$ cat config.mk
export PLATFORM = sky130hd
export DESIGN_NAME = sar_seg_ctrl
export DESIGN_NICKNAME = d
export VERILOG_FILES = /design/src/rtl/sar_seg_pkg.sv /design/src/rtl/sar_seg_seq.sv /design/src/rtl/sar_seg_therm.sv /design/src/rtl/sar_seg_ctrl.sv
export SDC_FILE = /design/constraint.sdc
export NUM_CORES = 1
export LEC_CHECK = 0
export ABC_CLOCK_PERIOD_IN_PS = 1100
export BUFFER_PORTS_ARGS = -buffer_cell sky130_fd_sc_hd__buf_2
export CAP_MARGIN = 20
export CORE_AREA = 5 5 54 56
export DETAILED_ROUTE_END_ITERATION = 8
export DIE_AREA = 0 0 59 61
export SYNTH_ARGS = -nofsm -noshare
export SYNTH_HDL_FRONTEND = slang
export SYNTH_SLANG_ARGS = --single-unit
$ cat constraint.sdc
create_clock -name clk -period 1.1 [get_ports clk]
set_input_delay 0.165 -clock clk [delete_from_list [all_inputs] [get_ports clk]]
set_output_delay 0.165 -clock clk [all_outputs]
set_load 0.05 [all_outputs]
$ cat src/rtl/sar_seg_pkg.sv
package sar_seg_pkg;

   // number of unary lines needed for a segment of seg_bits binary bits
   function automatic int therm_width(input int seg_bits);
      return (1 << seg_bits) - 1;
   endfunction

endpackage

$ cat src/rtl/sar_seg_seq.sv
module sar_seg_seq #(
   parameter int NBITS = 7
) (
   input  logic             clk,
   input  logic             rst_n,
   input  logic             start_i,
   input  logic             cmp_i,
   output logic [NBITS-1:0] dac_o,
   output logic             last_o
);
   localparam logic [NBITS-1:0] TOP_ONE = NBITS'(1) << (NBITS - 1);

   logic [NBITS-1:0] trial_q;   // one-hot: bit under test
   logic [NBITS-1:0] dac_q;     // decision row
   logic [NBITS-1:0] dac_d;

   always_ff @(posedge clk or negedge rst_n) begin
      if (!rst_n)       trial_q <= '0;
      else if (start_i) trial_q <= TOP_ONE;
      else              trial_q <= trial_q >> 1;
   end

   for (genvar i = 0; i < NBITS; i++) begin : g_row
      if (i == NBITS - 1) begin : g_top
         assign dac_d[i] = trial_q[i] ? cmp_i : dac_q[i];
      end else begin : g_low
         assign dac_d[i] = trial_q[i]   ? cmp_i :
                           trial_q[i+1] ? 1'b1  : dac_q[i];
      end
   end

   always_ff @(posedge clk or negedge rst_n) begin
      if (!rst_n)       dac_q <= '0;
      else if (start_i) dac_q <= TOP_ONE;
      else              dac_q <= dac_d;
   end

   assign dac_o  = dac_q;
   assign last_o = trial_q[0];
endmodule

$ cat src/rtl/sar_seg_therm.sv
module sar_seg_therm #(
   parameter int SEG_BITS = 3,
   parameter int TW       = 7
) (
   input  logic [SEG_BITS-1:0] seg_i,
   output logic [TW-1:0]       therm_o
);
   for (genvar k = 0; k < TW; k++) begin : g_line
      assign therm_o[k] = (int'(seg_i) > k);
   end
endmodule

$ cat src/rtl/sar_seg_ctrl.sv
module sar_seg_ctrl #(
   parameter int NBITS    = 7,
   parameter int SEG_BITS = 3
) (
   input  logic                         clk,
   input  logic                         rst_n,
   input  logic                         start_i,
   input  logic                         cmp_i,
   output logic [(1<<SEG_BITS)-2:0]     therm_o,
   output logic [NBITS-SEG_BITS-1:0]    bin_o,
   output logic [NBITS-1:0]             code_o,
   output logic                         done_o,
   output logic                         res_ready_o
);
   localparam int TW = sar_seg_pkg::therm_width(SEG_BITS);
   localparam int BW = NBITS - SEG_BITS;

   if (NBITS < 2) begin : g_bad_nbits
      $error("sar_seg_ctrl: NBITS must be at least 2");
   end
   if (SEG_BITS < 1 || SEG_BITS >= NBITS) begin : g_bad_seg
      $error("sar_seg_ctrl: SEG_BITS must lie in 1..NBITS-1");
   end

   logic [NBITS-1:0] dac;
   logic             last;
   logic             done_q, ready_q;
   logic [NBITS-1:0] code_q;

   sar_seg_seq #(.NBITS(NBITS)) u_seq (
      .clk     (clk),
      .rst_n   (rst_n),
      .start_i (start_i),
      .cmp_i   (cmp_i),
      .dac_o   (dac),
      .last_o  (last)
   );

   sar_seg_therm #(.SEG_BITS(SEG_BITS), .TW(TW)) u_therm (
      .seg_i   (dac[NBITS-1:BW]),
      .therm_o (therm_o)
   );

   always_ff @(posedge clk or negedge rst_n) begin
      if (!rst_n) begin
         done_q  <= 1'b0;
         ready_q <= 1'b0;
         code_q  <= '0;
      end else begin
         done_q <= last && !start_i;
         if (start_i)     ready_q <= 1'b0;
         else if (done_q) ready_q <= 1'b1;
         if (last && !start_i) code_q <= {dac[NBITS-1:1], cmp_i};
      end
   end

   assign bin_o       = dac[BW-1:0];
   assign code_o      = code_q;
   assign done_o      = done_q;
   assign res_ready_o = ready_q;
endmodule

---- Word level (Yosys, flattened, before mapping) ----
Cells that the tools add are included.
operators by class
  multiplexer cells ....................... 17
  order comparisons ....................... 7
  reductions and logical operators ........ 10
operator list
  operator                                                       count
  nonzero test 3 bit                                             6
  2-to-1 mux 1 bit                                               15
  2-to-1 mux 7 bit                                               2
  greater-than comparator 3 bit, second input constant           3
  greater-than comparator 3 x 1 -> 1 bit, second input constant  2
  greater-than comparator 3 x 2 -> 1 bit, second input constant  2
  nonzero test 2 bit                                             2
  logical AND 1 bit                                              1
  zero test 1 bit                                                1
storage, ports and cells
  input bits .............................. 4
  bits in registers ....................... 23
  word-level logic and storage cells ...... 45
  output and inout bits ................... 20

---- Longest topological paths before layout ----
Gate-level depths: netlist of the first run.
  depth after elaboration ................. 3
  mapped depth ............................ 3
  gate-level depth less buffers ........... 2

---- Hierarchy ----
Synthesis of the first run repeated with hierarchy kept, for this count alone.
unflattened totals
  cells, all modules ...................... 68
  area total of the unflattened synthesis .. 917.1 um2
modules (own cells, without submodules)
  module         cells each  seq. area each (um2)  area an instance (um2)  times used
  sar_seg_seq    41          350.3                 514.2                   1
  sar_seg_ctrl   20          225.2                 355.3                   1
  sar_seg_therm  7           0.0                   47.5                    1

---- Worst setup path before layout of the first run ----
OpenSTA, ideal clock, no wires.
  kind .................................... reg-to-output
  start ................................... reg u_seq.dac_q[6] (netlist: u_seq.dac_o[6])
  end ..................................... out therm_o[0]
  cell stages (with the launch flop) ...... 2
  slack ................................... -74 ps
  arrival ................................. 1009 ps
  buffers on the path ..................... 0
  cell sequence ........................... dfrtp_1 > or3_1
between the ends
  word-level cells in the longest chain between the ends .. 1
RTL lines
  what                                    RTL line            RTL
  start, declared                         sar_seg_seq.sv:14   logic [NBITS-1:0] dac_q;
  start signal, assigned                  sar_seg_seq.sv:33   if (!rst_n) dac_q <= '0;
  start signal, assigned                  sar_seg_seq.sv:34   else if (start_i) dac_q <= TOP_ONE;
  start signal, assigned                  sar_seg_seq.sv:35   else dac_q <= dac_d;
  greater-than comparator 3 x 1 -> 1 bit  sar_seg_therm.sv:9  assign therm_o[k] = (int'(seg_i) > k);
  end, declared                           sar_seg_ctrl.sv:9   output logic [(1<<SEG_BITS)-2:0] therm_o,
No other way between the ends.

---- Final worst setup path of the first run ----
  start ................................... reg u_seq.dac_q[4] (netlist: u_seq.dac_o[4])
  end ..................................... out therm_o[0]
The elaborated chain is that of the path after synthesis.

==> impl_metrics.py, run 1 <==
metrics = {
    "routing": {
        "totalWireLength_mm": 1.91,
        "avgViaCountPerCell": 4.69,
        "drc": 0,
        "via_count": 661,
        "post_drt_wl_per_cell_um": 13.5,
        "first_pass_iters": 4,
        "first_iter_violations": 14,
        "antenna_left": 0,
    },
    "hold_path": {
        "holdCritPathClass": "in2reg",
    },
    "placed_design": {
        "port-buffer-count": 23,
        "place_congestion": 0.722,
        "place_ws_ns": -0.0556,
        "dp_hpwl_mm": 1.21,
        "numPlacedInstances": 126,
    },
    "layout": {
        "finalNonFillerCells": 141,
        "fin_nets": 116,
        "insertedDiodeCount": 0,
        "num-fill-cells": 202,
        "drive_gt1_share_pct": 48.6,
        "area_growth_pct": 40.6,
    },
    "timing": {
        "min_period_over_period_pct": 131,
        "drv_slew": 0,
        "setup_slack_ns": -0.336,
        "slew_headroom_pct": 65.5,
        "tightest_slew_ns": 0.518,
        "rsz0062_at_grt": "yes",
        "fin_setup_tns_ns": -1.80,
        "skew_ns": 0.00471,
        "max_freq_mhz": 696,
        "fin_crit_ns": 1.44,
        "setup_viol": 7,
        "hold_viol": 0,
    },
    "yosys": {
        "synthCells": 73,
        "yosys.area.top_type": "dfrtp_1",
        "yosysUniqueCellTypes": 19,
        "synth_fp_nets": 77,
        "yosysMostFrequentCell": "dfrtp_1",
        "synth_common_cells": "dfrtp_1, nor3_1, nor2b_1",
        "synth_edf_count": 0,
        "yosysSeqAreaShare_pct": 60.7,
        "avgSynthCellArea_um2": 13.0,
        "yosys-top-cells-area": "dfrtp_1, mux2_4, nor2b_1, nor3_1, buf_4",
        "netlist_area_um2": 948,
        "synthArstFlopShare_pct": 100,
        "synth-main-ff-cell": "dfrtp_1",
        "yosysWarnings": 0,
        "ys_ff_latch": 23,
        "yosysTopAreaCellShare_pct": 60.7,
    },
    "global_route": {
        "grtUsageTotal_pct": 11.5,
        "grt_pass1_vias": 619,
        "grt_max_degree": 24,
        "grt_pass1_wl_mm": 3.04,
        "grt_overflow": 0,
        "antenna_found_initial": 0,
    },
    "worst_setup_path": {
        "crit_chain": "or3_4 > buf_8",
        "critPathMaxFanout": 3,
        "crit_slowest_cell": "dfrtp_1",
        "critPathLaunchType": "register",
        "crit_arrival_ns": 1.27,
        "critical_path.max_stage_delay_ns": 0.41,
        "critPathKind": "reg2out",
        "cp.required_ns": 0.94,
        "crit_path_end_kind": "primary output",
    },
    "floorplan": {
        "die_h_um": 61,
        "start_util_pct": 39.7,
        "die_area_um2": 3600,
        "io_pins": 24,
        "coreArea_um2": 2390,
        "chipWidth_um": 59,
        "rows": 18,
    },
    "clock_tree": {
        "clockRootBuffer": "clkbuf_4",
        "tritoncts": "done",
        "clock_sinks": 23,
        "numCtsBuffers": 3,
        "cts-htree-levels": 1,
        "clkLatencyLatePin_ns": 0.30,
        "cts.reportedPaths.clkPinSlew_ns": 0.12,
        "clock_path_buffers": 2,
    },
    "power_and_ir_drop": {
        "ir_drop_mv": 0.613,
        "powerDensity_nw_per_um2": 1260,
        "power_leakage_uw": 0.000709,
    },
    "run_status": {
        "status": "finished with violations",
        "failed_checks": "setup timing",
    },
    "job": {
        "max_cap_violations": 0,
    },
}
state kept, by name, indices dropped and copies added, names as in the netlist:
name and count:
done_o 1, code_o 7, u_seq.dac_o 7, u_seq.trial_q 7
res_ready_o 1
worst max-delay path: cells and delay by family (launching register included):
kind	cells	cell delay [ns]
flip-flops	1	0.41
buffers and inverters	1	0.16
AND/OR/NAND/NOR	1	0.40
metrics by stage:
| stage | cell area, um2 | util (%) | hold slack [ns] | total power (uW) |
|---|---|---|---|---|
| after floorplan | 953 | - | -0.131 | 1130 |
| after global placement | 1110 | 46.4 | 0.164 | 1230 |
| after detailed placement | 1110 | 46.4 | 0.171 | 1230 |
| after CTS | 1220 | 51.3 | 0.185 | 1660 |
| after global routing | 1330 | 55.9 | 0.184 | 1770 |
| final | 1330 | 55.9 | 0.195 | 1680 |
cells by family after synthesis:
logic type | count (synthesis) | share of synthesized area, %
AND/OR/NAND/NOR | 32 | 20.1
flip-flops | 23 | 60.7
buffers and inverters | 8 | 5.67
multiplexers | 7 | 11.1
AO/OA/AOI/OAI | 3 | 2.51
layout make-up:
class | instances | area (um2) | area share, %
inverter | 1 | 3.75 | 0.281
sequential | 23 | 577 | 43.2
multi-input combinational | 42 | 327 | 24.5
clock buffer | 4 | 26.3 | 1.97
tap | 30 | 37.5 | 2.81
timing repair buffer | 41 | 363 | 27.2
where the power goes:
group,leakage [uW],internal [uW],switching [uW]
sequential,0.000308,880,27.1
clock,0.0000150,141,243
combinational,0.000387,167,224
cell usage in the layout (no fill, tap or decap), drive strengths merged:
| cell | instances |
|---|---|
| dfrtp | 23 |
| a21o | 1 |
| inv | 1 |
| nor3 | 12 |
| and2b | 2 |
| or2 | 1 |
| dlygate4sd3 | 1 |
| and2 | 1 |
| o21a | 1 |
| nor2 | 2 |
| or3 | 1 |
| nand2b | 1 |
| and3 | 1 |
| a211o | 1 |
| nor2b | 11 |
| mux2 | 7 |
| clkbuf | 4 |
| buf | 40 |
worst paths after layout:
path                                     start          endpoint  slack (ns)  depth (start not counted)
worst max-delay path            u_seq.dac_o[4]        therm_o[0]       -0.34                          2
worst min-delay path                   start_i  u_seq.trial_q[6]        0.20                          2
worst max register to register  u_seq.dac_o[6]    u_seq.dac_o[6]        0.04                          3
worst min register to register          done_o       res_ready_o        0.51                          2
max in group asynchronous                rst_n    u_seq.dac_o[6]        0.38                          2
min in group asynchronous                rst_n         code_o[1]        0.34                          2
layer usage:
metal	GRT usage (%)	share of wire, %
met2	17.5	51
met1	15.5	44
met4	6.80	1.4
met5	0	0
met3	1.91	3.8
repair_timing:
item | CTS | global route
buffers inserted | 0 | 10
resized for setup | 27 | 14
pin swaps | 2 | 1
setup endpoints to repair | 17 | 21
hold buffers | 1 | 0
endpoints found under the hold margin | 23 | 0
(Power assumes the default switching activity.)
==> inputs of run 2 (changes only) <==
--- a/config.mk
+++ b/config.mk
@@ -11,6 +11,7 @@
 export CORE_AREA = 5 5 54 56
 export DETAILED_ROUTE_END_ITERATION = 8
 export DIE_AREA = 0 0 59 61
+export PLACE_DENSITY_LB_ADDON = 0.12
 export SYNTH_ARGS = -nofsm -noshare
 export SYNTH_HDL_FRONTEND = slang
 export SYNTH_SLANG_ARGS = --single-unit
==> impl_metrics.py, run 2 (synthesis results as in run 1) <==
metrics = {
    "timing": {
        "max_freq_mhz": 703,
        "whs_ns": 0.199,
        "rsz0062_at_grt": "yes",
        "drv_slew": 0,
        "skew_ns": 0.00293,
        "setup_viol": 7,
        "setup_slack_ns": -0.322,
        "tightest_slew_ns": 0.502,
        "min_period_over_period_pct": 129,
        "slew_headroom_pct": 66.5,
        "fin_crit_ns": 1.42,
        "hold_viol": 0,
    },
    "floorplan": {
        "start_util_pct": 39.7,
        "die_h_um": 61,
        "rows": 18,
        "coreArea_um2": 2390,
        "io_pins": 24,
        "die_area_um2": 3600,
        "chipWidth_um": 59,
    },
    "worst_setup_path": {
        "critPathMaxFanout": 3,
        "critPathKind": "reg2out",
        "critical_path.max_stage_delay_ns": 0.41,
        "critPathLaunchType": "register",
        "crit_chain": "or3_4 > buf_8",
        "crit_path_end_kind": "primary output",
        "crit_slowest_cell": "dfrtp_1",
        "cp.required_ns": 0.94,
        "crit_arrival_ns": 1.26,
    },
    "clock_tree": {
        "clock_sinks": 23,
        "clock_path_buffers": 2,
        "cts-htree-levels": 1,
        "cts.reportedPaths.clkPinSlew_ns": 0.11,
        "numCtsBuffers": 3,
        "clkLatencyLatePin_ns": 0.30,
        "tritoncts": "done",
        "clockRootBuffer": "clkbuf_4",
    },
    "power_and_ir_drop": {
        "power_leakage_uw": 0.000677,
        "powerDensity_nw_per_um2": 1290,
        "ir_drop_mv": 0.741,
    },
    "placed_design": {
        "port-buffer-count": 23,
        "place_congestion": 0.695,
        "numPlacedInstances": 124,
    },
    "routing": {
        "post_drt_wl_per_cell_um": 12.8,
        "via_count": 629,
        "first_iter_violations": 15,
        "antenna_left": 0,
        "avgViaCountPerCell": 4.63,
        "totalWireLength_mm": 1.74,
        "drc": 0,
        "first_pass_iters": 2,
    },
    "layout": {
        "final_common_cell": "dfrtp_1",
        "finalNonFillerCells": 136,
        "fin_nets": 111,
        "drive_gt1_share_pct": 45.3,
        "insertedDiodeCount": 0,
        "layout_common_cells": "dfrtp_1, buf_4, nor3_1",
        "area_growth_pct": 34.7,
    },
    "global_route": {
        "antenna_found_initial": 0,
        "grt_max_degree": 24,
        "grt_overflow": 0,
        "grt_pass1_wl_mm": 2.79,
        "grt_pass1_vias": 616,
        "grtUsageTotal_pct": 10.4,
    },
    "job": {
        "max_cap_violations": 0,
    },
    "run_status": {
        "failed_checks": "setup timing",
        "status": "finished with violations",
    },
    "hold_path": {
        "holdCritPathClass": "in2reg",
    },
}
## run 2: cell count changes in the layout (fill, tap and decap cells not counted), sizes merged
cell  before  now
buf       40   35
## run 2: area by class of cell
| type | instances | area (um2) |
|---|---|---|
| sequential | 23 | 576 |
| multi-input combinational | 42 | 324 |
| inverter | 1 | 3.75 |
| timing repair buffer | 36 | 310 |
| fill | 230 | 1110 |
| tap | 30 | 37.5 |
| clock buffer | 4 | 26.3 |
## run 2: worst paths after layout
kind / start / end / slack (ns) / depth (start not counted)
min in group asynchronous: rst_n / code_o[1] / 0.34 / 2
min reg2reg: done_o / res_ready_o / 0.51 / 2
max in group asynchronous: rst_n / u_seq.dac_o[5] / 0.42 / 2
min: cmp_i / u_seq.dac_o[3] / 0.20 / 3
max reg2reg: u_seq.dac_o[6] / u_seq.dac_o[6] / 0.06 / 3
max: u_seq.dac_o[5] / therm_o[0] / -0.32 / 2
## run 2: critical path: cells and delay by family, from the launching register on
| kind | cells | cell delay, ns |
|---|---|---|
| buffers and inverters | 1 | 0.16 |
| flip-flops | 1 | 0.41 |
| AND/OR/NAND/NOR | 1 | 0.39 |
## run 2: repair_timing
action | 4_1_cts | 5_1_grt
hold buffers | 1 | 0
gates resized for setup | 25 | 10
pin swaps | 1 | 0
endpoints found under the setup margin | 18 | 15
buffers inserted | 1 | 6
hold endpoints to repair | 23 | 0
## run 2: per-layer routing
metal | global-route usage, % | routed length, um
met1 | 13.6 | 798
met2 | 16.4 | 807
met3 | 4.04 | 125
met4 | 1.94 | 13
met5 | 0 | 0
## run 2: metrics by stage
| stage | setup TNS (ns) | instance area [um2] | utilization (%) | worst slack [ns] | total power, uW |
|---|---|---|---|---|---|
| after floorplan | 0 | 953 | - | 0.0338 | 1130 |
| after global placement | -0.0248 | 1090 | 45.8 | -0.0248 | 1220 |
| after detailed placement | -0.0379 | 1090 | 45.8 | -0.0379 | 1220 |
| after CTS | -1.72 | 1210 | 50.7 | -0.334 | 1640 |
| after global routing | -2.09 | 1280 | 53.5 | -0.370 | 1710 |
| final | -1.67 | 1280 | 53.5 | -0.322 | 1640 |
## run 2: power breakdown
part           leakage [uW]  internal (uW)  total, uW  switching, uW
clock network     0.0000150            141        372            231
registers          0.000308            879        906           26.8
logic              0.000354            148        365            217
